File: src/rtl/can_slot_pkg.sv
package can_slot_pkg;
  localparam int FRESH_BIT = 0;
  localparam int SHARE_BIT = 1;
  localparam int HREQ_BIT  = 2;
  localparam int XREQ_BIT  = 3;
  localparam int DIR_BIT   = 0;
  localparam int OVEN_BIT  = 1;
  localparam int CTRL_ADDR = 0;
  localparam int CFG_ADDR  = 1;

  typedef struct packed {
    logic loadCfg;
    logic dirVal;
    logic ovEnVal;
    logic loadFresh;
    logic freshVal;
    logic setOvr;
    logic clrOvr;
    logic loadInh;
    logic inhVal;
    logic killHreq;
    logic setHreq;
    logic clrHreq;
    logic setXreq;
    logic clrXreq;
  } slotStrobe_t;

  typedef struct packed {
    logic dir;
    logic ovEn;
    logic fresh;
    logic ovr;
    logic inh;
    logic hreq;
    logic xreq;
  } slotState_t;
endpackage

File: src/rtl/can_slot_ctrl.sv
module can_slot_ctrl
  import can_slot_pkg::*;
#(
  parameter int REG_W  = 4,
  parameter int ADDR_W = 1
) (
  input  logic              softRst,
  input  logic              wrEn,
  input  logic [ADDR_W-1:0] wrAddr,
  input  logic [REG_W-1:0]  wrData,
  input  logic              evRemote,
  input  logic              evStore,
  input  logic              evTxDone,
  input  slotState_t        st,
  output slotStrobe_t       stb
);
  logic wrCtrl;
  logic wrCfg;
  logic storeHit;

  always_comb begin
    wrCtrl   = wrEn && (wrAddr == ADDR_W'(CTRL_ADDR));
    wrCfg    = wrEn && (wrAddr == ADDR_W'(CFG_ADDR));
    // a receive slot drops a store when overwrites are off and data is unread
    storeHit = evStore && !st.dir && !(st.fresh && !st.ovEn);

    stb.loadCfg   = wrCfg;
    stb.dirVal    = wrData[DIR_BIT];
    stb.ovEnVal   = wrData[OVEN_BIT];

    stb.loadFresh = wrCtrl || storeHit;
    stb.freshVal  = storeHit ? 1'b1 : wrData[FRESH_BIT];
    stb.setOvr    = storeHit && st.fresh;
    stb.clrOvr    = wrCtrl && !wrData[FRESH_BIT];

    stb.loadInh   = wrCtrl && st.dir;
    stb.inhVal    = wrData[SHARE_BIT];

    stb.killHreq  = softRst;
    stb.setHreq   = (wrCtrl && wrData[HREQ_BIT]) || (evRemote && st.dir);
    stb.clrHreq   = evTxDone;

    stb.setXreq   = evRemote;
    stb.clrXreq   = (evTxDone && st.dir) || (wrCtrl && !wrData[XREQ_BIT]);
  end
endmodule

File: src/rtl/can_slot_dp.sv
module can_slot_dp
  import can_slot_pkg::*;
#(
  parameter int REG_W  = 4,
  parameter int ADDR_W = 1
) (
  input  logic              clk,
  input  logic              rstN,
  input  slotStrobe_t       stb,
  input  logic [ADDR_W-1:0] rdAddr,
  output logic [REG_W-1:0]  rdData,
  output slotState_t        st,
  output logic              sendData,
  output logic              sendRemote
);
  localparam int PAD_W = REG_W - 4;

  always_ff @(posedge clk or negedge rstN) begin
    if (!rstN) begin
      st <= '0;
    end else begin
      if (stb.loadCfg) begin
        st.dir  <= stb.dirVal;
        st.ovEn <= stb.ovEnVal;
      end
      if (stb.loadFresh) st.fresh <= stb.freshVal;
      if (stb.setOvr)      st.ovr <= 1'b1;
      else if (stb.clrOvr) st.ovr <= 1'b0;
      if (stb.loadInh) st.inh <= stb.inhVal;
      if (stb.killHreq)     st.hreq <= 1'b0;
      else if (stb.setHreq) st.hreq <= 1'b1;
      else if (stb.clrHreq) st.hreq <= 1'b0;
      if (stb.setXreq)      st.xreq <= 1'b1;
      else if (stb.clrXreq) st.xreq <= 1'b0;
    end
  end

  logic shareBit;
  logic [3:0] ctrlView;
  logic [3:0] cfgView;

  always_comb begin
    // a stale inhibit leaks through in receive mode when overwrites are enabled
    shareBit = st.dir ? st.inh : (st.ovr || (st.inh && st.ovEn));
    ctrlView = '0;
    ctrlView[FRESH_BIT] = st.fresh;
    ctrlView[SHARE_BIT] = shareBit;
    ctrlView[HREQ_BIT]  = st.hreq;
    ctrlView[XREQ_BIT]  = st.xreq;
    cfgView = '0;
    cfgView[DIR_BIT]  = st.dir;
    cfgView[OVEN_BIT] = st.ovEn;
  end

  generate
    if (PAD_W > 0) begin : g_pad
      assign rdData = (rdAddr == ADDR_W'(CFG_ADDR)) ? {{PAD_W{1'b0}}, cfgView}
                                                     : {{PAD_W{1'b0}}, ctrlView};
    end else begin : g_nopad
      assign rdData = (rdAddr == ADDR_W'(CFG_ADDR)) ? cfgView : ctrlView;
    end
  endgenerate

  assign sendData   = st.dir && st.hreq && !st.inh && (!st.xreq || st.fresh);
  assign sendRemote = !st.dir && st.hreq;
endmodule

File: src/rtl/can_slot_req_ctrl.sv
module can_slot_req_ctrl
  import can_slot_pkg::*;
#(
  parameter int REG_W  = 4,
  parameter int ADDR_W = 1
) (
  input  logic              clk,
  input  logic              rstN,
  input  logic              softRst,
  input  logic              wrEn,
  input  logic [ADDR_W-1:0] wrAddr,
  input  logic [REG_W-1:0]  wrData,
  input  logic [ADDR_W-1:0] rdAddr,
  output logic [REG_W-1:0]  rdData,
  input  logic              evRemote,
  input  logic              evStore,
  input  logic              evTxDone,
  output logic              sendData,
  output logic              sendRemote
);
  slotStrobe_t slotStb;
  slotState_t  slotSt;

  can_slot_ctrl #(.REG_W(REG_W), .ADDR_W(ADDR_W)) u_ctrl (
    .softRst(softRst), .wrEn(wrEn), .wrAddr(wrAddr), .wrData(wrData),
    .evRemote(evRemote), .evStore(evStore), .evTxDone(evTxDone),
    .st(slotSt), .stb(slotStb)
  );

  can_slot_dp #(.REG_W(REG_W), .ADDR_W(ADDR_W)) u_dp (
    .clk(clk), .rstN(rstN), .stb(slotStb), .rdAddr(rdAddr), .rdData(rdData),
    .st(slotSt), .sendData(sendData), .sendRemote(sendRemote)
  );
endmodule

File: config.mk
export PLATFORM = sky130hd
export DESIGN_NAME = can_slot_req_ctrl
export DESIGN_NICKNAME = d
export VERILOG_FILES = /design/src/rtl/can_slot_pkg.sv /design/src/rtl/can_slot_ctrl.sv /design/src/rtl/can_slot_dp.sv /design/src/rtl/can_slot_req_ctrl.sv
export SDC_FILE = /design/constraint.sdc
export NUM_CORES = 1
export LEC_CHECK = 0
export BUFFER_PORTS_ARGS = -buffer_cell sky130_fd_sc_hd__buf_2
export CELL_PAD_IN_SITES_DETAIL_PLACEMENT = 0
export CELL_PAD_IN_SITES_GLOBAL_PLACEMENT = 1
export CORE_MARGIN = 5
export CORE_UTILIZATION = 35
export CTS_BUF_LIST = sky130_fd_sc_hd__clkbuf_2
export DETAILED_ROUTE_END_ITERATION = 12
export PLACE_DENSITY_LB_ADDON = 0.1
export SYNTH_ARGS = -nofsm -noshare
export SYNTH_HDL_FRONTEND = slang
export SYNTH_HIERARCHICAL = 1
export SYNTH_SLANG_ARGS = --single-unit
File: constraint.sdc
create_clock -name clk -period 1.42 [get_ports clk]
set_input_delay 0.071 -clock clk [delete_from_list [all_inputs] [get_ports clk]]
set_output_delay 0.071 -clock clk [all_outputs]
set_load 0.05 [all_outputs]
==> impl_results.md, run 1 <==
* Status: complete, no violations
* Leakage at 0.000306 uW
* WS Path Type: reg -> out
* Reg-to-Reg Start: u_dp/st[6]$_DFFE_PN0P_
* H-Tree Depth at 1
* Register bit count reported by yosys at 7
* Max-Cap Viols at 0
* Endpoint class of the critical path: output pin
* Clock-pin slew on the worst setup and hold paths at 90 ps
* Clock Tree Buf Depth at 2
* FF+latch area at 176 um2
* CP Launch Type: flip-flop
* Syn Inst Count at 51
* Die W at 47.3 um
* Hold path depth at 2
* Post-Synthesis Cell Area at 488 um2
* Worst vdd ir at 0.000617 V
* Post-synth top area share at 35.9%
* P_int at 412 uW
* CTS Buf Count at 3
* Top Registers: u_dp/st: 7 flops
* Worst r2r path cells at 3
* Final Core Density at 44.8%
* Share of layout cells above drive strength 1 at 54.4%
* CTS root buf: clkbuf_2
* Initial antenna violation count at 0
* Max-slew headroom at 83.4%
* Synth cell types at 20
* Worst Setup SP: u_dp/st[6]$_DFFE_PN0P_
* Remaining antenna violation count after routing at 0
* Antenna Cells at 0
* Worst-Skew Late Latency at 230 ps
* Buffers on Ports at 18
* CTS tree: yes
* Largest net degree at the start of global routing at 10
* Clock power frac at 20.6%
* P per Cell Area at 1160 nW/um2
* Hold Violations, Final at 0
* Slew at the pin with the worst max-slew slack at 251 ps
* Final GP Congestion at 0.675
* Number of global-route vias before repair at 313
* Yosys top cell by area: dfrtp_1
* I/O pin cnt at 19
* Tmin final at 1300 ps
* Initial core utilization at 37.0%
* Via/cell ratio at 4.34
* Setup repair after global routing missed its margin: no
* HP Class: in -> reg
* Vias at 360
* Gr usage total at 8.98%
* Multi-input gate area at 246 um2
* Fin crit share at 91.6%
* Req. time, crit path at 1350 ps
* # DRC at 0
* 1st-pass router iterations at 4
* Cell Rows at 13
* Core ar. at 1320 um2
* Synth warn at 6
* Biggest register: u_dp/st
* Worst-path fanout max at 9
* Fmax at 0.769 GHz
* Area delta synth->final at 21.0%
* Fillers at 130
* Sw Pwr at 273 uW
* Max reg flops at 7
* DRT iter0 DRCs at 4
* GR Overflow Total at 0
* Nets at 82
* DR WL/cell at 10.7 um
* Seq/Total Area, Yosys at 35.9%
* Clk sinks at 7
* Synth top area cells: dfrtp_1 36%, mux2_2 12%, buf_4 11%
* Global-route wire length before repair at 1390 um
* Sw frac at 39.9%
* Flop pwr share at 41.6%
* Worst path arrival time at 1230 ps
* Max-slew violations at 0
* Setup-failing EPs final at 0
* Logic pwr share at 37.8%
* Mapped Avg Cell Area at 9.57 um2
* Mapped Nets at 64
* Die Height at 47.3 um
* Hold path startpoint: evRemote
* Skew final at 7.94 ps
* Setup TNS at 0 ps
* Total Routed Length at 889 um
* Die area at 2240 um2
per-layer routing:
layer | global-route usage [%] | share of wire [%] | up-vias | wire, um
met5 | 0 | 0 | - | 0
met4 | 4.97 | 0 | 0 | 0
met3 | 3.45 | 11 | 0 | 97
met2 | 11.2 | 38 | 15 | 334
met1 | 12.8 | 51 | 150 | 457
li1 | - | - | 195 | -
timing repair:
item	CTS	global route
hold buffers	2	0
endpoints found under the setup margin	0	1
endpoints found under the hold margin	8	0
resized for setup	0	1
buffers inserted	0	0
kinds of logic after synthesis:
kind of cell,after synthesis,share of synthesized area (%)
simple gates,17,22.1
buf+inv,12,14.6
compound gates,9,13.8
flops,7,35.9
mux,6,13.6
stage by stage:
step / instances / hold WS, ps / worst slack (ps) / area [um2] / total power [uW]
finish: 83 / 47.8 / 119 / 591 / 685
global placement: 77 / -81.9 / 212 / 549 / 544
detailed placement: 77 / -82.6 / 184 / 549 / 546
CTS: 83 / 39.5 / 76.0 / 589 / 694
global route: 83 / 32.4 / 2.77 / 591 / 734
floorplan: 51 / -225 / 67.6 / 493 / 488
critical path, stage by stage (launching register included):
cell and delay [ps]:
dfrtp_2 470, mux2i_1 150, o21ai_1 110, buf_2 270
cells in the final DEF (no fill, tap or decap), drive strengths merged:
cell and count:
buf 18, dfrtp 7, a21oi 1, mux2i 1
clkbuf 3, mux2 5, and2 1, o21ai 5
clkinv 1, and2b 1, nor2b 4, nand2 4
dlygate4sd3 2, o21bai 1, nor2 3, nand2b 3
a21o 2, nor3 1, inv 5
cells in the mapped netlist (all sizes together):
| master | count |
|---|---|
| buf | 7 |
| and2b | 1 |
| o21ai | 5 |
| inv | 5 |
| a21oi | 1 |
| nor3 | 1 |
| o21bai | 1 |
| nor2 | 3 |
| nor2b | 4 |
| nand2b | 3 |
| mux2 | 5 |
| a21o | 2 |
| mux2i | 1 |
| dfrtp | 7 |
| nand2 | 4 |
| and2 | 1 |
layout make-up:
type | instances | area share, %
tap | 15 | 3.18
inverter | 5 | 3.18
timing repair buffer | 20 | 18.6
multi-input combinational | 32 | 41.7
clock buffer | 3 | 2.54
sequential | 7 | 29.9
clock inverter | 1 | 0.847
final timing paths:
path | end | slack [ps]
min reg2reg | u_dp/st[3]$_DFFE_PN0P_ | 490
max in group asynchronous | u_dp/st[6]$_DFFE_PN0P_ | 1060
max reg2reg | u_dp/st[4]$_DFFE_PN0P_ | 200
max | rdData[1] | 120
min in group asynchronous | u_dp/st[4]$_DFFE_PN0P_ | 190
min | u_dp/st[0]$_DFFE_PN0P_ | 50
power groups by stage:
| stage | logic [uW] | clock network (uW) | registers [uW] |
|---|---|---|---|
| final | 259 | 141 | 285 |
| after global routing | 279 | 162 | 293 |
| after CTS | 262 | 148 | 284 |
| after detailed placement | 257 | 0 | 288 |
| after global placement | 257 | 0 | 287 |
| after floorplan | 215 | 0 | 273 |
(Power assumes the default switching activity.)
==> run 2: changes to the inputs <==
--- a/config.mk
+++ b/config.mk
@@ -15,2 +15,3 @@
 export PLACE_DENSITY_LB_ADDON = 0.1
+export SETUP_SLACK_MARGIN = 0.4
 export SYNTH_ARGS = -nofsm -noshare
==> constraint.sdc (replaced) <==
create_clock -name clk -period 1.42 [get_ports clk]
set_input_delay 0.355 -clock clk [delete_from_list [all_inputs] [get_ports clk]]
set_output_delay 0.355 -clock clk [all_outputs]
set_load 0.05 [all_outputs]
==> run 2 against run 1 <==
  * The flow now finishes with violations (setup timing)
  * Critical endpoint unchanged
  * Sequential share of layout area is 7.5 points lower
  * Critical path depth stayed put
  * Critical path type unchanged
  * Clock power is 4% higher
  * Die area stayed put
  * Wire length is 17% higher
  * Largest power group is now combinational logic
  * Clock skew is 0.93 ps lower
==> impl_results.md, run 2 (same netlist as run 1, synthesis figures left out) <==
* DRT iter0 DRCs at 4 (unchanged)
* CP peak stage delay at 450 ps (was 470 ps)
* Hold path depth at 2 (unchanged)
* Skew final at 7.01 ps (was 7.94 ps)
* WS Path Type: reg -> out (unchanged)
* Commonest non-fill, non-tap cells in the layout: 12 x buf_2, 8 x buf_6, 6 x buf_4, 5 x dfrtp_1 (was 18 x buf_2, 6 x dfrtp_1, 5 x inv_1, 5 x mux2_2, 4 x nand2_1)
* Setup TNS at -229 ps (was 0 ps)
* Global-route wire length before repair at 1650 um (was 1390 um)
* I/O pin cnt at 19 (unchanged)
* H-Tree Depth at 1 (unchanged)
* GR Overflow Total at 0 (unchanged)
* Worst vdd ir at 0.000811 V (was 0.000617 V)
* Hold Violations, Final at 0 (unchanged)
* Initial core utilization at 37.0% (unchanged)
* # DRC at 0 (unchanged)
* Setup-failing EPs final at 5 (was 0)
* Remaining antenna violation count after routing at 0 (unchanged)
* Nets at 91 (was 82)
* Top Registers: u_dp/st: 7 flops (unchanged)
* Gr usage total at 10.9% (was 8.98%)
* Fmax at 0.664 GHz (was 0.769 GHz)
* CTS tree: yes (unchanged)
* Req. time, crit path at 1070 ps (was 1350 ps)
* P per Cell Area at 1090 nW/um2 (was 1160 nW/um2)
* Leakage at 0.000392 uW (was 0.000306 uW)
* DR WL/cell at 11.3 um (was 10.7 um)
* Tmin final at 1510 ps (was 1300 ps)
* Worst path arrival time at 1150 ps (was 1230 ps)
* Die W at 47.3 um (unchanged)
* Area delta synth->final at 62.6% (was 21.0%)
* Clock Tree Buf Depth at 2 (unchanged)
* Setup repair after global routing missed its margin: yes (was no)
* Max-slew headroom at 85.7% (was 83.4%)
* Fillers at 124 (was 130)
* Max-Cap Viols at 0 (unchanged)
* Die area at 2240 um2 (unchanged)
* HP Class: in -> reg (unchanged)
* Endpoint class of the critical path: output pin (unchanged)
* Vias at 410 (was 360)
* CTS Buf Count at 3 (unchanged)
* Clock-pin slew on the worst setup and hold paths at 70 ps (was 90 ps)
* Final GP Congestion at 0.686 (was 0.675)
* Total Routed Length at 1040 um (was 889 um)
* Cell Rows at 13 (unchanged)
* DP HPWL at 824 um
* Placed cells at 81 (was 77)
* Slew at the pin with the worst max-slew slack at 210 ps (was 251 ps)
* Critical path, cell by cell: mux2i_2, o21ai_4, buf_6 (was mux2i_1, o21ai_1, buf_2)
* 1st-pass router iterations at 2 (was 4)
* Worst-Skew Late Latency at 230 ps (about the same)
* Die Height at 47.3 um (unchanged)
* Commonest non-fill, non-tap cell in the layout: buf_2 (unchanged)
* Share of layout cells above drive strength 1 at 76.6% (was 54.4%)
* Final std cells w/o fill at 92 (was 83)
* Failing checks: setup timing
* Worst-path fanout max at 5 (was 9)
* Slowest cell on the critical path: dfrtp_2 (unchanged)
* Biggest register: u_dp/st (unchanged)
* Fin crit share at 106% (was 91.6%)
* Status: finished with violations (was complete, no violations)
* Number of global-route vias before repair at 392 (was 313)
* Core ar. at 1320 um2 (unchanged)
* Initial antenna violation count at 0 (unchanged)
* Worst r2r path cells at 6 (was 3)
* CTS root buf: clkbuf_2 (unchanged)
* Via/cell ratio at 4.46 (was 4.34)
* Setup ws final at -86.1 ps (was 119 ps)
* Buffers on Ports at 18 (unchanged)
* CP Launch Type: flip-flop (unchanged)
* Max-slew violations at 0 (unchanged)
* Largest net degree at the start of global routing at 8 (was 10)
* Max reg flops at 7 (unchanged)
* Antenna Cells at 0 (unchanged)
* Clk sinks at 7 (unchanged)
## run 2: report_power, final
group	leakage (uW)	internal [uW]	switching, uW	total [uW]
clock	0.0000166	74.8	71.5	146
sequential	0.0000801	241	54.7	296
combinational	0.000295	223	200	423
## run 2: final timing paths
path                                             start                     end  slack [ps]
min in group asynchronous                         rstN  u_dp/st[2]$_DFFE_PN0P_         480
worst min register to register  u_dp/st[3]$_DFFE_PN0P_  u_dp/st[3]$_DFFE_PN0P_         510
worst min-delay path                           softRst  u_dp/st[1]$_DFFE_PN0P_         260
worst max register to register  u_dp/st[6]$_DFFE_PN0P_  u_dp/st[4]$_DFFE_PN0P_         -70
max in group asynchronous                         rstN  u_dp/st[6]$_DFFE_PN0P_         760
worst max-delay path            u_dp/st[6]$_DFFE_PN0P_               rdData[1]         -90
## run 2: cell type report
cell class              count  area [um2]  share of cell area (%)
clock buffers               4        20.0                    2.52
inverters                   5        18.8                    2.37
multi-input cells          32         323                    40.7
flip-flops and latches      7         178                    22.4
well taps                  15        18.8                    2.37
repair buffers             29         235                    29.7
## run 2: timing repair
item / CTS / global route
pin swaps: 2 / 2
buffers inserted: 2 / 4
gates resized for setup: 21 / 7
endpoints found under the setup margin: 9 / 12
hold endpoints to repair: 7 / 0
hold buffers: 1 / 0
## run 2: layer usage
layer | global-route usage (%) | wire [um] | vias up
li1 | - | - | 213
met1 | 12.9 | 436 | 184
met2 | 17.1 | 511 | 13
met3 | 5.75 | 89 | 0
met4 | 3.31 | 0 | 0
met5 | 0 | 0 | -
## run 2: stage by stage
step                      utilization (%)  total power (uW)  hold WS [ps]  setup slack (ps)  cell area (um2)
after detailed placement             48.0               613           198             -20.9              632
after global routing                 60.2               923           253              -154              793
after CTS                            55.9               842           249              -108              737
after global placement               48.0               610           198              9.61              632
final                                60.2               865           260             -86.1              793
after floorplan                         -               535          59.4               125              546
## run 2: critical path: cells and delay by family, from the launching register on
family	cells	cell delay [ps]
flip-flops	1	450
multiplexers	1	180
buffers and inverters	1	170
AO/OA/AOI/OAI	1	130
